===== config.mk =====
export PLATFORM = sky130hd
export DESIGN_NAME = sector_guard
export DESIGN_NICKNAME = d
export VERILOG_FILES = /design/src/rtl/sg_pkg.sv /design/src/rtl/sg_cmd_seq.sv /design/src/rtl/sg_lock_bank.sv /design/src/rtl/sg_boot_mask.sv /design/src/rtl/sector_guard.sv
export SDC_FILE = /design/constraint.sdc
export NUM_CORES = 1
export LEC_CHECK = 0
export BUFFER_PORTS_ARGS = -buffer_cell sky130_fd_sc_hd__buf_4
export CORE_MARGIN = 2
export CORE_UTILIZATION = 40
export DETAILED_ROUTE_END_ITERATION = 8
export HOLD_SLACK_MARGIN = 0.08
export PLACE_DENSITY_LB_ADDON = 0.3
export REMOVE_ABC_BUFFERS = 1
export SYNTH_ARGS = -nofsm -noshare
export SYNTH_HDL_FRONTEND = slang
export SYNTH_SLANG_ARGS = --single-unit

===== constraint.sdc =====
create_clock -name clk -period 1.45 [get_ports clk]
set_input_delay 0.145 -clock clk [delete_from_list [all_inputs] [get_ports clk]]
set_output_delay 0.145 -clock clk [all_outputs]
set_load 0.02 [all_outputs]

===== src/rtl/sg_pkg.sv =====
package sg_pkg;

   typedef logic [7:0] cmd_t;

   localparam cmd_t CMD_LOCK = 8'h60;
   localparam cmd_t CMD_EXIT = 8'hF0;

   typedef enum logic [1:0] {
      SEQ_IDLE  = 2'd0,
      SEQ_PRE1  = 2'd1,
      SEQ_ARMED = 2'd2
   } seq_state_t;

endpackage


===== src/rtl/sg_cmd_seq.sv =====
module sg_cmd_seq #(
   parameter int ADDR_W  = 10,
   parameter int SECT_W  = 3,
   parameter int POL_BIT = 6
) (
   input  logic                  clk,
   input  logic                  rst_n,
   input  logic                  wr_en,
   input  logic [ADDR_W-1:0]     wr_addr,
   input  sg_pkg::cmd_t          wr_data,
   input  logic                  erase_busy,
   output sg_pkg::seq_state_t    state,
   output logic                  apply,
   output logic [SECT_W-1:0]     apply_sect,
   output logic                  apply_unlock
);
   import sg_pkg::*;

   localparam int SECT_LSB = ADDR_W - SECT_W;

   seq_state_t nxt;
   logic       unused_addr_bits;

   assign apply_sect       = wr_addr[ADDR_W-1:SECT_LSB];
   assign apply_unlock     = wr_addr[POL_BIT];
   assign unused_addr_bits = ^wr_addr[SECT_LSB-1:0];

   always_comb begin
      nxt   = state;
      apply = 1'b0;
      if (wr_en) begin
         if (wr_data == CMD_EXIT) begin
            if (!erase_busy) nxt = SEQ_IDLE;
         end else if (wr_data != CMD_LOCK) begin
            nxt = SEQ_IDLE;
         end else begin
            unique case (state)
               SEQ_IDLE:  nxt = SEQ_PRE1;
               SEQ_PRE1:  nxt = SEQ_ARMED;
               SEQ_ARMED: begin
                  nxt   = SEQ_ARMED;
                  apply = 1'b1;
               end
               default:   nxt = SEQ_IDLE;
            endcase
         end
      end
   end

   always_ff @(posedge clk or negedge rst_n) begin
      if (!rst_n) state <= SEQ_IDLE;
      else        state <= nxt;
   end

endmodule


===== src/rtl/sg_lock_bank.sv =====
module sg_lock_bank #(
   parameter int NUM_SECT = 8,
   parameter int SECT_W   = 3
) (
   input  logic                clk,
   input  logic                rst_n,
   input  logic                apply,
   input  logic [SECT_W-1:0]   apply_sect,
   input  logic                apply_unlock,
   output logic [NUM_SECT-1:0] lock_bits
);

   for (genvar i = 0; i < NUM_SECT; i++) begin : g_sect
      logic hit;
      assign hit = apply && (apply_sect == SECT_W'(i));
      always_ff @(posedge clk or negedge rst_n) begin
         if (!rst_n)   lock_bits[i] <= 1'b1;
         else if (hit) lock_bits[i] <= ~apply_unlock;
      end
   end

endmodule


===== src/rtl/sg_boot_mask.sv =====
module sg_boot_mask #(
   parameter int NUM_SECT = 8,
   parameter int BOOT_CNT = 2,
   parameter bit BOOT_TOP = 1'b1
) (
   input  logic                wp_n,
   input  logic [NUM_SECT-1:0] lock_bits,
   output logic [NUM_SECT-1:0] wr_ok
);

   logic [NUM_SECT-1:0] boot_sel;

   for (genvar i = 0; i < NUM_SECT; i++) begin : g_mask
      if (BOOT_TOP) begin : g_top
         assign boot_sel[i] = (i >= NUM_SECT - BOOT_CNT);
      end else begin : g_bot
         assign boot_sel[i] = (i < BOOT_CNT);
      end
      assign wr_ok[i] = ~lock_bits[i] & ~(boot_sel[i] & ~wp_n);
   end

endmodule


===== src/rtl/sector_guard.sv =====
module sector_guard #(
   parameter int ADDR_W   = 10,
   parameter int NUM_SECT = 8,
   parameter int POL_BIT  = 6,
   parameter int BOOT_CNT = 2,
   parameter bit BOOT_TOP = 1'b1
) (
   input  logic                clk,
   input  logic                rst_n,
   input  logic                wr_en,
   input  logic [ADDR_W-1:0]   wr_addr,
   input  logic [7:0]          wr_data,
   input  logic                wp_n,
   input  logic                erase_busy,
   output logic [NUM_SECT-1:0] lock_map,
   output logic [NUM_SECT-1:0] wr_ok
);
   import sg_pkg::*;

   localparam int SECT_W   = (NUM_SECT > 1) ? $clog2(NUM_SECT) : 1;
   localparam int SECT_LSB = ADDR_W - SECT_W;

   if ((1 << SECT_W) != NUM_SECT) begin : g_bad_count
      $error("NUM_SECT must be a power of two");
   end
   if (POL_BIT >= SECT_LSB) begin : g_bad_pol
      $error("POL_BIT must lie below the sector field");
   end
   if (BOOT_CNT < 1 || BOOT_CNT > NUM_SECT) begin : g_bad_boot
      $error("BOOT_CNT out of range");
   end

   seq_state_t        fsm_state;
   logic              apply;
   logic [SECT_W-1:0] apply_sect;
   logic              apply_unlock;

   sg_cmd_seq #(
      .ADDR_W (ADDR_W),
      .SECT_W (SECT_W),
      .POL_BIT(POL_BIT)
   ) u_seq (
      .clk         (clk),
      .rst_n       (rst_n),
      .wr_en       (wr_en),
      .wr_addr     (wr_addr),
      .wr_data     (wr_data),
      .erase_busy  (erase_busy),
      .state       (fsm_state),
      .apply       (apply),
      .apply_sect  (apply_sect),
      .apply_unlock(apply_unlock)
   );

   sg_lock_bank #(
      .NUM_SECT(NUM_SECT),
      .SECT_W  (SECT_W)
   ) u_bank (
      .clk         (clk),
      .rst_n       (rst_n),
      .apply       (apply),
      .apply_sect  (apply_sect),
      .apply_unlock(apply_unlock),
      .lock_bits   (lock_map)
   );

   sg_boot_mask #(
      .NUM_SECT(NUM_SECT),
      .BOOT_CNT(BOOT_CNT),
      .BOOT_TOP(BOOT_TOP)
   ) u_mask (
      .wp_n     (wp_n),
      .lock_bits(lock_map),
      .wr_ok    (wr_ok)
   );

endmodule


== After elaboration in Yosys (flattened, before gate mapping) ==
Cells that the tools add are included.

* Register bits after elaboration: 10
* Input port bits: 23
* Output and inout bits: 16

* Equal/unequal tests: 12
* Muxes and demuxes: 8
* Bitwise logic cells: 11
* Reduce and logical (&&, ||, !) cells: 12

{| class="wikitable"
|+ Operators with widths
! cell !! number
|-
| $eq A3 B3 Y1 const B || 4
|-
| $not A1 Y1 || 9
|-
| $eq A8 B8 Y1 const B || 1
|-
| $logic_and A1 B1 Y1 || 8
|-
| $ne A8 B7 Y1 const B || 1
|-
| $eq A3 B2 Y1 const B || 2
|-
| $mux W2 || 3
|-
| $mux W1 || 4
|-
| $pmux W2 S2 || 1
|-
| $eq A3 B1 Y1 const B || 1
|-
| $logic_not A3 Y1 || 1
|-
| $and A1 B1 Y1 || 2
|-
| $eq A2 B1 Y1 const B || 1
|-
| $eq A2 B2 Y1 const B || 1
|-
| $logic_not A2 Y1 || 1
|-
| $ne A2 B2 Y1 const B || 1
|-
| $reduce_and A2 Y1 || 1
|-
| $reduce_or A2 Y1 || 1
|}

== Depth between registers and ports, before layout ==
* Depth in word-level cells: 6
* Mapped depth: 5
* Mapped depth without buffers: 5

== Hierarchy ==
From an unflattened synthesis, not the netlist that was laid out.

* Cell total of the unflattened synthesis: 61
* Area, all modules: 648.1 µm²

{| class="wikitable"
|+ Modules (own cells, without submodules)
! module !! times used !! cells each !! area an instance (µm²)
|-
| sg_lock_bank || 1 || 33 || 409.1
|-
| sg_cmd_seq || 1 || 20 || 188.9
|-
| sg_boot_mask || 1 || 8 || 50.0
|}

== Least setup slack after synthesis ==
OpenSTA, ideal clock, no wires.

* Kind: reg-to-reg
* From: reg u_seq.state[0]
* To: reg u_bank.lock_bits[0]
* Arrival time: 1.178 ns
* Required time: 1.375 ns
* Slack: 0.197 ns
* Cell stages (with the launch flop): 6
* Path buffers: 0
* Clock period less this slack: 1.253 ns
* Cells stage by stage: dfrtp_1 > inv_1 > ha_1 > nor4b_1 > nand4b_1 > mux2i_1

* Cells in the longest elaborated chain, start to end: 6

{| class="wikitable"
|+ Ends and longest elaborated chain
! what !! RTL line !! text
|-
| start: declaration || sg_cmd_seq.sv:12 || <nowiki>output sg_pkg::seq_state_t state,</nowiki>
|-
| start signal: assignment || sg_cmd_seq.sv:52 || <nowiki>else state <= nxt;</nowiki>
|-
| $eq A2 B2 Y1 || sg_cmd_seq.sv:37 || <nowiki>unique case (state)</nowiki>
|-
| $mux W1 || sg_cmd_seq.sv:37 ||
|-
| $mux W1 || sg_cmd_seq.sv:34 || <nowiki>end else if (wr_data != CMD_LOCK) begin</nowiki>
|-
| $mux W1 || sg_cmd_seq.sv:32 || <nowiki>if (wr_data == CMD_EXIT) begin</nowiki>
|-
| $mux W1 || sg_cmd_seq.sv:31 || <nowiki>if (wr_en) begin</nowiki>
|-
| $logic_and A1 B1 Y1 || sg_lock_bank.sv:15 || <nowiki>assign hit = apply && (apply_sect == SECT_W'(i));</nowiki>
|-
| end signal: indexed assignment || sg_lock_bank.sv:18 || <nowiki>else if (hit) lock_bits[i] <= ~apply_unlock;</nowiki>
|-
| end: declaration || sg_lock_bank.sv:10 || <nowiki>output logic [NUM_SECT-1:0] lock_bits</nowiki>
|}

Every way passes these cells.
A chain may end at the register's enable or synchronous reset.

== Final worst setup path ==
* From: reg u_seq.state[0]
* To: reg u_bank.lock_bits[4]

Same word-level chain as after synthesis.

==> results by group <==
Cells and area
  • Commonest non-fill, non-tap cell in the layout: buf_4
  • Ant. Diodes: 0
  • Layout Nets: around 120
  • Fillers: 123
  • Commonest cells after routing, fill and taps aside: buf_4, inv_1, mux2i_1, dfstp_2
  • Area delta synth->final: 56.1%
  • Share of cells above drive strength 1: 55.4%
  • Post-Layout Cell Count: 108

Yosys
  • Cell count after synthesis: 56
  • Yosys reg bits: 10
  • Post-synth top area share: 34.4%
  • Seq/Total Area, Yosys: 42.6%
  • Yosys Warn Count: 0
  • Main area contributors after synthesis: dfstp_2, mux2i_1, dfrtp_1
  • Post-synthesis cell area: 611 sq um
  • Post-Syn Area per Cell: 10.9 sq um
  • Area leader, netlist: dfstp_2
  • Synth cell types: 19

Die
  • Initial core utilization: 41.5%
  • Die ar.: 1860 sq um
  • Die H: 43.1 um
  • IO Pins: 39
  • DIE WIDTH: approximately 43 um
  • Num rows: 14
  • Core Area: between 1000 and 1500 sq um

Critical path
  • CP required: 1.64 ns
  • Crit Path Max Fanout: 4
  • CP Capture Type: register
  • Reg2reg setup slack: about 0.15 ns
  • Crit path arrival time: 1.50 ns
  • RR Endpoint: u_bank.lock_bits[4]
  • Crit-path slowest cell: dfrtp_1
  • CP delay by family, top: flip-flops
  • Reg2Reg Launch Point: u_seq.state[0]
  • Startpoint Class: register
  • CP Class: register to register
  • Worst R2R Path Depth: 5
  • Crit-path cells: inv_1 > ha_2 > nor4bb_4 > nand4b_1 > mux2i_1
  • Buf+Inv Stages, Crit Path: 1
  • Slowest Stage Delay on Critical Path: 0.38 ns

CTS
  • Clock Sinks: 10
  • CTS tree: done
  • Clk buf depth: 2
  • Clock Pin Slew Worst Setup and Hold Paths: 0.06 ns
  • Num CTS Buffers: 3
  • H-tree depth: 1
  • Worst-Skew Late Latency: 0.27 ns
  • Root Driver: clkbuf_4

Power
  • Leakage power: 0.534 nW
  • PwrDens: 587 nW/um^2
  • Maximum vdd drop: 0.000561 V

STA
  • Rel. slew slack: 69.3%
  • Fin Clk Skew: between 0.006 and 0.007 ns
  • Setup TNS: 0 ns
  • Tmin final: 1.30 ns
  • Worst slew pin tran: 0.459 ns
  • Slew Limit Fails: 0
  • Achievable frequency: between 700 and 800 MHz
  • Final Setup Violations: 0
  • RSZ-0062 raised after global routing: false
  • Final Cycle Share: 90.0%
  • Endpoints failing hold: 0

Routing
  • Total number of vias: 563
  • Routed WL: 1.37 mm
  • Vias/cell: 5.21
  • Antenna viol nets, final: 0
  • Iter 0 DRT Violations: 13
  • Router iterations before antenna repair: 4
  • DRC: 0
  • Post-DR wirelength/cell: 12.7 um

Job
  • Max cap viols: 0

Global route
  • First-pass GRT wire length: 2.06 mm
  • Initial antenna violation count: 0
  • GR Overflow Total: 0
  • Tot GR Track Use: 15.1%
  • Number of global-route vias before repair: 514
  • Pin count of the biggest net entering global routing: 11

Placement
  • PortBufs: 32
  • HPWL after DPL: 1.04 mm
  • DP Cell Count: 103
  • Gpl congestion: 0.677

Worst hold path
  • Hold wc startpoint: wr_addr[6]
  • Hold depth: 2
  • Hold WC Path Type: input port to register
  • Hold EP: u_bank.lock_bits[1]

Status
  • Status: finished clean
logic make-up after synthesis:
family	share of synthesized area (%)
simple gates	26.6
buf+inv	8.81
flops	42.6
mux	13.1
compound gates	4.71
fa+ha+maj	4.10
layer usage:
metal | up-vias | routed length [um] | GRT usage (%)
li1 | 276 | - | -
met1 | 259 | 558 | 16.9
met2 | 24 | 642 | 25.2
met3 | 4 | 134 | 2.98
met4 | 0 | 31 | 10.9
met5 | - | 0 | 0
worst max path at each step:
| stage | startpoint | to | slack [ns] | depth (start not counted) |
|---|---|---|---|---|
| after floorplan | wr_data[5] | u_seq.state[1] | 0.03 | 3 |
| after global placement | u_seq.state[0] | u_bank.lock_bits[0] | 0.07 | 5 |
| after detailed placement | u_seq.state[0] | u_bank.lock_bits[2] | 0.07 | 5 |
| after CTS | u_seq.state[0] | u_bank.lock_bits[0] | 0.04 | 5 |
| after global routing | u_seq.state[0] | u_bank.lock_bits[6] | 0.007 | 5 |
| final | u_seq.state[0] | u_bank.lock_bits[4] | 0.15 | 5 |
report_power, final:
group / switching, mW / total [mW] / internal [mW]
clock network: 0.0948 / 0.201 / 0.106
registers: 0.0000552 / 0.280 / 0.280
logic: 0.0342 / 0.0777 / 0.0434
total: 0.129 / 0.559 / 0.430
cells in the mapped netlist:
cell,n
inv_1,12
dfstp_2,8
mux2i_1,8
nand4_1,4
nand4b_1,4
nor4bb_1,3
a32o_1,2
dfrtp_1,2
ha_1,2
nor2b_1,2
a31o_2,1
and2_1,1
and3_2,1
and4b_1,1
buf_1,1
buf_2,1
nor2_1,1
nor4b_1,1
nor4b_4,1
stage by stage:
step                      hold WS [ns]  worst slack [ns]  cell area (sq um)  util (%)  total power, mW
after floorplan                 -0.151            0.0280                602         -            0.300
after global placement         -0.0215            0.0665                870      59.1            0.352
after detailed placement       -0.0200            0.0655                870      59.1            0.353
after CTS                       0.0806            0.0374                906      61.6            0.552
after global routing            0.0899           0.00667                953      64.8            0.580
final                           0.0750             0.145                953      64.8            0.559
worst reg2reg max path: cells and delay by family (launching register included):
family	cells	cell delay [ns]
DFF	1	0.38
and+or+nand+nor	2	0.38
buffers and inverters	1	0.08
muxes	1	0.18
adders and majority gates	1	0.21
registers in the layout, indices dropped and copies added, names as in the netlist:
name and cells:
u_bank.lock_bits 8, u_seq.state 2
cell type report:
cell class	count	area, sq um	area share, %
well taps	16	20.0	2.10
multi-input cells	32	344	36.1
clock buffers	4	26.3	2.76
flip-flops and latches	10	260	27.3
inverters	12	45.0	4.72
repair buffers	34	258	27.0
repair_timing:
action | 4_1_cts | 5_1_grt
hold buffers | 1 | 0
buffers inserted | 0 | 0
setup endpoints to repair | 0 | 6
hold endpoints to repair | 10 | 0
resized for setup | 0 | 7
Note: power is estimated with default switching activity, not from simulation.
